## config.mk

```make
export PLATFORM = sky130hd
export DESIGN_NAME = callret_frame_seq
export DESIGN_NICKNAME = d
export VERILOG_FILES = /design/src/rtl/callret_pkg.sv /design/src/rtl/callret_ctrl.sv /design/src/rtl/callret_dpath.sv /design/src/rtl/callret_frame_seq.sv
export SDC_FILE = /design/constraint.sdc
export NUM_CORES = 1
export LEC_CHECK = 0
export BUFFER_PORTS_ARGS = -buffer_cell sky130_fd_sc_hd__buf_4
export CAP_MARGIN = 10
export CORE_ASPECT_RATIO = 0.9
export CORE_MARGIN = 3
export CORE_UTILIZATION = 50
export DETAILED_ROUTE_END_ITERATION = 6
export PLACE_DENSITY = 0.82
export SLEW_MARGIN = 10
export SYNTH_ARGS = -nofsm -noshare
export SYNTH_HDL_FRONTEND = slang
export SYNTH_HIERARCHICAL = 1
export SYNTH_SLANG_ARGS = --single-unit
```

## constraint.sdc

```tcl
create_clock -name clk -period 4.5 [get_ports clk]
set_clock_uncertainty 0.2 [all_clocks]
set_input_delay 0.45 -clock clk [delete_from_list [all_inputs] [get_ports clk]]
set_output_delay 0.45 -clock clk [all_outputs]
set_load 0.02 [all_outputs]
```

## src/rtl/callret_pkg.sv

```systemverilog
package callret_pkg;

  // Sequencer states. The push states precede the pop states only for readability.
  typedef enum logic [2:0] {
    SQ_IDLE    = 3'd0,
    SQ_PUSH_RA = 3'd1,
    SQ_PUSH_FP = 3'd2,
    SQ_END_CAL = 3'd3,
    SQ_POP_FP  = 3'd4,
    SQ_POP_PC  = 3'd5,
    SQ_END_RET = 3'd6
  } seq_state_e;

  function automatic logic is_mem_state(seq_state_e s);
    return (s == SQ_PUSH_RA) || (s == SQ_PUSH_FP) ||
           (s == SQ_POP_FP)  || (s == SQ_POP_PC);
  endfunction

endpackage

```

## src/rtl/callret_ctrl.sv

```systemverilog
module callret_ctrl
  import callret_pkg::*;
(
  input  logic       clk,
  input  logic       rst_n,
  input  logic       call_req,
  input  logic       ret_req,
  input  logic       mem_ack,
  output seq_state_e state,
  output logic       accept_call,
  output logic       accept_ret,
  output logic       busy,
  output logic       done
);

  seq_state_e state_nx;

  always_comb begin
    accept_call = (state == SQ_IDLE) && call_req;
    accept_ret  = (state == SQ_IDLE) && ret_req && !call_req;
    state_nx    = state;
    unique case (state)
      SQ_IDLE: begin
        if (accept_call)     state_nx = SQ_PUSH_RA;
        else if (accept_ret) state_nx = SQ_POP_FP;
      end
      SQ_PUSH_RA: if (mem_ack) state_nx = SQ_PUSH_FP;
      SQ_PUSH_FP: if (mem_ack) state_nx = SQ_END_CAL;
      SQ_POP_FP:  if (mem_ack) state_nx = SQ_POP_PC;
      SQ_POP_PC:  if (mem_ack) state_nx = SQ_END_RET;
      SQ_END_CAL: state_nx = SQ_IDLE;
      SQ_END_RET: state_nx = SQ_IDLE;
      default:    state_nx = SQ_IDLE;
    endcase
  end

  always_ff @(posedge clk or negedge rst_n) begin
    if (!rst_n) state <= SQ_IDLE;
    else        state <= state_nx;
  end

  assign busy = (state != SQ_IDLE);
  assign done = (state == SQ_END_CAL) || (state == SQ_END_RET);


  done_single_chk: assert property (@(posedge clk) disable iff (!rst_n)
    done |=> !done);


  busy_cause_chk: assert property (@(posedge clk) disable iff (!rst_n)
    $rose(busy) |-> $past(call_req || ret_req));

endmodule

```

## src/rtl/callret_dpath.sv

```systemverilog
module callret_dpath
  import callret_pkg::*;
#(
  parameter int DATA_W     = 32,
  parameter int WORD_BYTES = 4,
  parameter int LONG_STEP  = 6,
  parameter int SHORT_STEP = 2
) (
  input  logic              clk,
  input  logic              rst_n,
  input  seq_state_e        state,
  input  logic              accept_call,
  input  logic              accept_ret,
  input  logic              call_kind,
  input  logic [DATA_W-1:0] call_target,
  input  logic [DATA_W-1:0] sp_in,
  input  logic [DATA_W-1:0] fp_in,
  input  logic [DATA_W-1:0] pc_in,
  input  logic              mem_ack,
  input  logic [DATA_W-1:0] mem_rdata,
  output logic              mem_req,
  output logic              mem_we,
  output logic [DATA_W-1:0] mem_addr,
  output logic [DATA_W-1:0] mem_wdata,
  output logic              sp_we,
  output logic [DATA_W-1:0] sp_out,
  output logic              fp_we,
  output logic [DATA_W-1:0] fp_out,
  output logic              pc_we,
  output logic [DATA_W-1:0] pc_out
);

  localparam int LSB_W = $clog2(WORD_BYTES);
  localparam logic [DATA_W-1:0] SLOT     = DATA_W'(WORD_BYTES);
  localparam logic [DATA_W-1:0] RA_GAP   = DATA_W'(2 * WORD_BYTES);
  localparam logic [DATA_W-1:0] POP_SKIP = DATA_W'(2 * WORD_BYTES);
  localparam logic [DATA_W-1:0] LONG_D   = DATA_W'(LONG_STEP);
  localparam logic [DATA_W-1:0] SHORT_D  = DATA_W'(SHORT_STEP);

  logic [DATA_W-1:0] sp_al, fp_al;

  generate
    if (LSB_W > 0) begin : g_align
      assign sp_al = {sp_in[DATA_W-1:LSB_W], {LSB_W{1'b0}}};
      assign fp_al = {fp_in[DATA_W-1:LSB_W], {LSB_W{1'b0}}};
    end else begin : g_noalign
      assign sp_al = sp_in;
      assign fp_al = fp_in;
    end
  endgenerate

  // Working stack pointer, link word (return address / loaded PC),
  // frame word (caller FP / loaded FP) and call destination.
  logic [DATA_W-1:0] stk_q, stk_nx;
  logic [DATA_W-1:0] link_q, link_nx;
  logic [DATA_W-1:0] frame_q, frame_nx;
  logic [DATA_W-1:0] dest_q;
  logic              stk_en, link_en, frame_en, dest_en;
  logic              step;

  assign step = mem_ack && is_mem_state(state);

  always_comb begin
    stk_nx   = stk_q;
    link_nx  = link_q;
    frame_nx = frame_q;
    stk_en   = 1'b0;
    link_en  = 1'b0;
    frame_en = 1'b0;
    dest_en  = accept_call;
    if (accept_call) begin
      stk_en   = 1'b1;
      stk_nx   = sp_al - RA_GAP;
      link_en  = 1'b1;
      link_nx  = pc_in + (call_kind ? SHORT_D : LONG_D);
      frame_en = 1'b1;
      frame_nx = fp_in;
    end else if (accept_ret) begin
      stk_en = 1'b1;
      stk_nx = fp_al;
    end else if (step) begin
      unique case (state)
        SQ_PUSH_RA: begin
          stk_en = 1'b1;
          stk_nx = stk_q - SLOT;
        end
        SQ_POP_FP: begin
          stk_en   = 1'b1;
          stk_nx   = stk_q + SLOT;
          frame_en = 1'b1;
          frame_nx = mem_rdata;
        end
        SQ_POP_PC: begin
          stk_en  = 1'b1;
          stk_nx  = stk_q + POP_SKIP;
          link_en = 1'b1;
          link_nx = mem_rdata;
        end
        default: ;
      endcase
    end
  end

  always_ff @(posedge clk or negedge rst_n) begin
    if (!rst_n) begin
      stk_q   <= '0;
      link_q  <= '0;
      frame_q <= '0;
      dest_q  <= '0;
    end else begin
      if (stk_en)   stk_q   <= stk_nx;
      if (link_en)  link_q  <= link_nx;
      if (frame_en) frame_q <= frame_nx;
      if (dest_en)  dest_q  <= call_target;
    end
  end

  always_comb begin
    mem_req   = is_mem_state(state);
    mem_we    = (state == SQ_PUSH_RA) || (state == SQ_PUSH_FP);
    mem_addr  = stk_q;
    mem_wdata = (state == SQ_PUSH_FP) ? frame_q : link_q;
    sp_we     = (state == SQ_END_CAL) || (state == SQ_END_RET);
    fp_we     = sp_we;
    pc_we     = sp_we;
    sp_out    = stk_q;
    fp_out    = (state == SQ_END_CAL) ? stk_q  : frame_q;
    pc_out    = (state == SQ_END_CAL) ? dest_q : link_q;
  end


  req_hold_chk: assert property (@(posedge clk) disable iff (!rst_n)
    (mem_req && !mem_ack) |=> (mem_req && $stable(mem_addr) &&
                               $stable(mem_we) && $stable(mem_wdata)));

endmodule

```

## src/rtl/callret_frame_seq.sv

```systemverilog
module callret_frame_seq
  import callret_pkg::*;
#(
  parameter int DATA_W     = 32,
  parameter int WORD_BYTES = 4,
  parameter int LONG_STEP  = 6,
  parameter int SHORT_STEP = 2
) (
  input  logic              clk,
  input  logic              rst_n,
  input  logic              call_req,
  input  logic              call_kind,
  input  logic [DATA_W-1:0] call_target,
  input  logic              ret_req,
  input  logic [DATA_W-1:0] sp_in,
  input  logic [DATA_W-1:0] fp_in,
  input  logic [DATA_W-1:0] pc_in,
  output logic              busy,
  output logic              done,
  output logic              sp_we,
  output logic [DATA_W-1:0] sp_out,
  output logic              fp_we,
  output logic [DATA_W-1:0] fp_out,
  output logic              pc_we,
  output logic [DATA_W-1:0] pc_out,
  output logic              mem_req,
  output logic              mem_we,
  output logic [DATA_W-1:0] mem_addr,
  output logic [DATA_W-1:0] mem_wdata,
  input  logic [DATA_W-1:0] mem_rdata,
  input  logic              mem_ack
);

  localparam int LSB_W = $clog2(WORD_BYTES);

  seq_state_e state;
  logic       accept_call, accept_ret;

  callret_ctrl u_ctrl (
    .clk         (clk),
    .rst_n       (rst_n),
    .call_req    (call_req),
    .ret_req     (ret_req),
    .mem_ack     (mem_ack),
    .state       (state),
    .accept_call (accept_call),
    .accept_ret  (accept_ret),
    .busy        (busy),
    .done        (done)
  );

  callret_dpath #(
    .DATA_W     (DATA_W),
    .WORD_BYTES (WORD_BYTES),
    .LONG_STEP  (LONG_STEP),
    .SHORT_STEP (SHORT_STEP)
  ) u_dpath (
    .clk         (clk),
    .rst_n       (rst_n),
    .state       (state),
    .accept_call (accept_call),
    .accept_ret  (accept_ret),
    .call_kind   (call_kind),
    .call_target (call_target),
    .sp_in       (sp_in),
    .fp_in       (fp_in),
    .pc_in       (pc_in),
    .mem_ack     (mem_ack),
    .mem_rdata   (mem_rdata),
    .mem_req     (mem_req),
    .mem_we      (mem_we),
    .mem_addr    (mem_addr),
    .mem_wdata   (mem_wdata),
    .sp_we       (sp_we),
    .sp_out      (sp_out),
    .fp_we       (fp_we),
    .fp_out      (fp_out),
    .pc_we       (pc_we),
    .pc_out      (pc_out)
  );


  strobe_done_chk: assert property (@(posedge clk) disable iff (!rst_n)
    (sp_we || fp_we || pc_we) |-> done);


  no_req_when_done_chk: assert property (@(posedge clk) disable iff (!rst_n)
    done |-> !mem_req);

  generate
    if (LSB_W > 0) begin : g_align_chk

      addr_align_chk: assert property (@(posedge clk) disable iff (!rst_n)
        mem_req |-> (mem_addr[LSB_W-1:0] == '0));
    end
  endgenerate

endmodule

```

# Word level (Yosys, flattened, before mapping)

Cells that the tools add are included.

Bits in writable memories: 0
Bits in registers: 131
Latch bits: 0
Output and inout bits: 167
Word-level logic and storage cells: 78
ROM bits: 0
Memories kept: 0
Input port bits: 166

Shift-type cells: 0
Divide/modulo/power cells: 0
Add/subtract/negate cells: 5
Eq/ne operators: 12
Reduce and logical (&&, ||, !) cells: 21
$lt $le $gt $ge: 0
Multipliers: 0
Bitwise logic cells: 0
Muxes and demuxes: 35

Operators with widths:

| kind                                                 | count |
|---|---|
| two-way mux 32 bit                                   | 14 |
| case mux 32 bit (3 select lines)                     | 1 |
| adder 32 x 3 -> 32 bit (second input constant)       | 1 |
| adder 32 bit                                         | 1 |
| adder 32 x 4 -> 32 bit (second input constant)       | 1 |
| subtractor 32 x 3 -> 32 bit (second input constant)  | 1 |
| subtractor 32 x 4 -> 32 bit (second input constant)  | 1 |
| two-way mux 3 bit                                    | 7 |
| case mux 3 bit (5 select lines)                      | 1 |
| two-way mux 1 bit                                    | 12 |
| != test 2 bit (second input constant)                | 5 |
| equality test 3 bit (second input constant)          | 3 |
| AND reduction 4 bit                                  | 2 |
| equality test 3 x 2 -> 1 bit (second input constant) | 2 |
| nonzero test 2 bit                                   | 3 |
| nonzero test 3 bit                                   | 2 |
| AND reduction 5 bit                                  | 1 |
| nonzero test 5 bit                                   | 1 |
| logical AND 1 bit                                    | 4 |
| logical OR 1 bit                                     | 4 |
| equality test 3 x 1 -> 1 bit (second input constant) | 1 |
| logical NOT 3 bit                                    | 1 |
| != test 3 bit (second input constant)                | 1 |
| AND reduction 3 bit                                  | 1 |
| other kinds (2)                                      | 2 |

# Depth between registers and ports, before layout

Word-level depth: 9
Gate-level depth with buffers: 13
Mapped depth without buffers: 12

# Hierarchy

The synthesis kept the hierarchy.

Modules (own cells, without submodules):

| module        | seq. area each (um^2) | times used | cells each | area an instance (um^2) |
|---|---|---|---|---|
| callret_dpath | 3153.0                | 1          | 1229       | 10631.4 |
| callret_ctrl  | 75.1                  | 1          | 19         | 202.7 |

# Worst setup path after synthesis

OpenSTA, ideal clock, no wires.

Path kind: reg-to-reg
Start point: reg u_ctrl.state[1]
End point: reg u_dpath.stk_q[31] (netlist: u_dpath/mem_addr[31])
Setup slack: 0.528 ns
Library setup time: 0.077 ns
Required time: 4.223 ns
Period minus slack after synthesis: 3.972 ns
Arrival time: 3.694 ns
Cell stages (with the launch flop): 13
Path buffers: 1
Cell sequence: dfrtp_1 > clkbuf_1 > nor2b_1 > nand2b_1 > ha_1 > a21o_1 > and4_1 > o21ai_0 > o311ai_1 > a41oi_1 > a2111oi_0 > o221ai_1 > a21oi_1

Longest elaborated chain between the ends: 9
Elaborated cells between the ends (all ways): 24
Those cells by class: eq/ne: 4; mux: 8; reduce/logical: 12

Ends and longest elaborated chain:

| item                                                                                | line                                   | text |
|---|---|---|
| start: declaration                                                                  | callret_ctrl.sv:9                      | `output seq_state_e state,` |
| start signal: assignment                                                            | callret_ctrl.sv:39                     | `else state <= state_nx;` |
| equality test 3 x 1 -> 1 bit / equality test 3 x 2 -> 1 bit (equally long branches) | callret_pkg.sv:15, callret_dpath.sv:82 |  |
| logical OR 1 bit (2 in a row)                                                       | callret_pkg.sv:15                      | `return (s == SQ_PUSH_RA) \|\| (s == SQ_PUSH_FP) \|\|` |
| logical OR 1 bit                                                                    | callret_pkg.sv:16                      | `(s == SQ_POP_FP) \|\| (s == SQ_POP_PC);` |
| logical AND 1 bit                                                                   | callret_dpath.sv:61                    | `assign step = mem_ack && is_mem_state(state);` |
| two-way mux 1 bit                                                                   | callret_dpath.sv:81                    | `end else if (step) begin` |
| two-way mux 1 bit                                                                   | callret_dpath.sv:78                    | `end else if (accept_ret) begin` |
| two-way mux 1 bit                                                                   | callret_dpath.sv:71                    | `if (accept_call) begin` |
| AND reduction 3 bit (no line)                                                       | n/a                                    |  |
| end signal: assignment                                                              | callret_dpath.sv:111                   | `if (stk_en) stk_q <= stk_nx;` |
| end: declaration                                                                    | callret_dpath.sv:54                    | `logic [DATA_W-1:0] stk_q, stk_nx;` |

Parallel ways exist; a longest one is shown, timed or not. The select of a mux whose other input is x is not followed.
A chain may end at the register's enable or synchronous reset.

# Final worst setup path

Ends and elaborated chain as after synthesis.

==> reports/metrics.cfg <==
[cts]
clock_latency_ps=410
htreeDepth=4
root_buffer=clkbuf_16
cts_buffer_depth=2
cts_tree=yes
cts_setup_buffers=0
cts_made_buffers=17
cts.sinks=129
path_clk_slew_ps=60

[critical_path]
cpMaxStageDelayCell=o311ai_1
worstPathArrival_ps=4240
worst_setup_path_start_kind=flop
critPathKind=flop to flop
cp_max_fo=26
reg2reg_to=u_dpath/mem_addr[31]
cp-endpoint=u_dpath/mem_addr[31]
r2r_cells=11
crit_chain=nor2b_1 > nand2b_1 > buf_4 > ha_1 > and2_1 > nand3_1 > o311ai_1 > a41oi_1 > a2111oi_0 > o221ai_1 > a21oi_1
worst_ep_required_time_ps=4630
r2r_start=u_ctrl/state[1]
crit_start=u_ctrl/state[1]
worst_setup_path_end_kind=flop
r2r_setup_slack_ps=400
max_stage_delay_ps=630

[global_route]
antenna_found_initial=0
grt_overflow=0
grt_util_all_layers=0.327
grt_pass1_vias=11000
grt_pass1_wl_um=60900
grt_max_degree=78

[yosys]
synth_cell_type_count=76
syn_area_mm2=0.0108
synth.top_cell.area_share=0.298
netlist_top_cells_count=144 x nand2_1, 129 x dfrtp_1, 125 x mux2_2
yosys-top-cells-area=dfrtp_1 30%, mux2_2 13%, mux2i_1 6.1%
ys_ff_latch=129
synthArstFlopShare=1.00
ys_seq_area_frac=0.298
synth_edf_count=0
yosys.cell_count.top_type=nand2_1
synth_top_flop_cell=dfrtp_1
syn_inst=1248
synth_warnings=6
avgSynthCellArea_um2=8.68
synth_top_cell_by_area=dfrtp_1

[layout]
area_growth_pct=29.0
fin_nets=1718
drive_above_1_share=0.345
final.fill_count=1723
stdcell_area_mm2=0.0140

[power]
fin_total_pwr_mw=12.3
leakagePower_nw=6.55
p_per_area_mw_per_mm2=883
irDropWorstVdd_v=0.000551

[floorplan]
core_region_area_mm2=0.0210
floorplan.initialDensity=0.515
die-height_um=146
die_area_mm2=0.0235
die_x_um=161
io_pins=333
rows=50

[drt]
dr.pass1.iters=6
drt-initial-drc-count=961
avgViaCountPerCell=6.06
dr_total_vias=11000
antenna_left=0
drc=0
wl_per_cell_um=21.9
wl_um=39900

[timing]
finalCriticalPeriod_ps=4100
finalSetupTns_ps=0
tightest_slew_ps=897
hold-worst-slack_ps=45.3
max_clock_freq_mhz=244
fin_crit_sh=0.912
fin_ws_ps=397
rsz0062_at_grt=false
setup_viol=0
relSlewSlack=0.400
hold_viol_final=0
slew_violations=0

[placement]
dp_hpwl_um=30400
dpl_cell_area_mm2=0.0133
dp_slack_ps=547
portBuffers=326
place_congestion=0.952

[outcome]
status=completed

[min_path]
whs_path_depth=3
hp-class=input port to flop

[run]
max_cap_violations=0

[metrics by stage]
step                      std cells  utilization
after global placement         1784        0.634
after detailed placement       1784        0.634
after floorplan                1251            -
after CTS                      1817        0.665
after global routing           1817        0.665
final                          1818        0.665
[worst min-delay path by stage]
stage / start / endpoint / slack [ps]
after floorplan: rst_n / u_ctrl/state[0] / -50
after global placement: rst_n / u_dpath/dest_q[25] / 190
after detailed placement: rst_n / u_dpath/dest_q[29] / 180
after CTS: fp_in[0] / u_dpath/frame_q[0] / 40
after global routing: sp_in[2] / u_dpath/mem_addr[2] / 50
final: sp_in[2] / u_dpath/mem_addr[2] / 50
[per-layer routing]
layer,share of wire,wire (um),GRT usage
met1,0.39,15400,0.407
met3,0.10,4070,0.0894
met4,0.043,1710,0.135
met5,0,0,0
met2,0.47,18800,0.539
[cells by family (layout without fill, tap and decap cells)]
| kind of cell | count (synthesis) | in the layout | synth area share |
|---|---|---|---|
| simple gates | 384 | 384 | 0.173 |
| compound gates | 288 | 288 | 0.162 |
| buf+inv | 122 | 402 | 0.0554 |
| mux | 192 | 192 | 0.192 |
| xor+xnor | 98 | 98 | 0.0792 |
| fa+ha+maj | 34 | 34 | 0.0407 |
| flops | 129 | 129 | 0.298 |
| other cells | 1 | 5 | 0.000346 |
[what timing repair did]
| item | in CTS | in global routing |
|---|---|---|
| hold endpoints to repair | 40 | 0 |
| gates resized for setup | 0 | 0 |
| hold buffers | 1 | 0 |
[critical path, delay by kind of cell (launching register included)]
| family | cells | cell delay (ps) |
|---|---|---|
| adder cells (fa/ha/maj) | 1 | 420 |
| AO/OA/AOI/OAI | 5 | 1900 |
| buffers and inverters | 1 | 310 |
| AND/OR/NAND/NOR | 4 | 800 |
| flip-flops | 1 | 380 |
[report_power, final]
group | internal [mW] | leakage (nW) | switching (mW)
Sequential | 1.76 | 1.55 | 0.778
Clock | 0.915 | 0.310 | 0.577
Combinational | 3.59 | 4.69 | 4.72
Total | 6.26 | 6.55 | 6.08
[cell usage in the layout, fill, tap and decap left out, types with 19 or more instances in the layout]
cell type    n
nand3_1     31
mux2_2     125
o21ai_0    111
nor2_1      80
and3_1      19
nand2_1    143
a21oi_1     72
inv_1       19
xor2_1      38
ha_1        32
xnor2_1     60
dfrtp_1    129
buf_4      349
mux2i_1     66
[area by class of cell]
| cell class | instances | area [um2] | area share |
|---|---|---|---|
| sequential | 129 | 3230 | 0.231 |
| antenna | 1 | 2.50 | 0.000179 |
| inverter | 19 | 71.3 | 0.00510 |
| tap | 286 | 358 | 0.0256 |
| clock inverter | 13 | 176 | 0.0126 |
| clock buffer | 19 | 453 | 0.0324 |
| timing repair buffer | 351 | 2640 | 0.189 |
| multi-input combinational | 1000 | 7040 | 0.504 |
[flip-flops by register name, summed over array words and instances, names as in the netlist]
register	count
u_dpath/mem_addr	30
u_dpath/frame_q	32
u_ctrl/state	3
u_dpath/dest_q	32
u_dpath/link_q	32
Note: power is estimated with default switching activity, not from simulation.
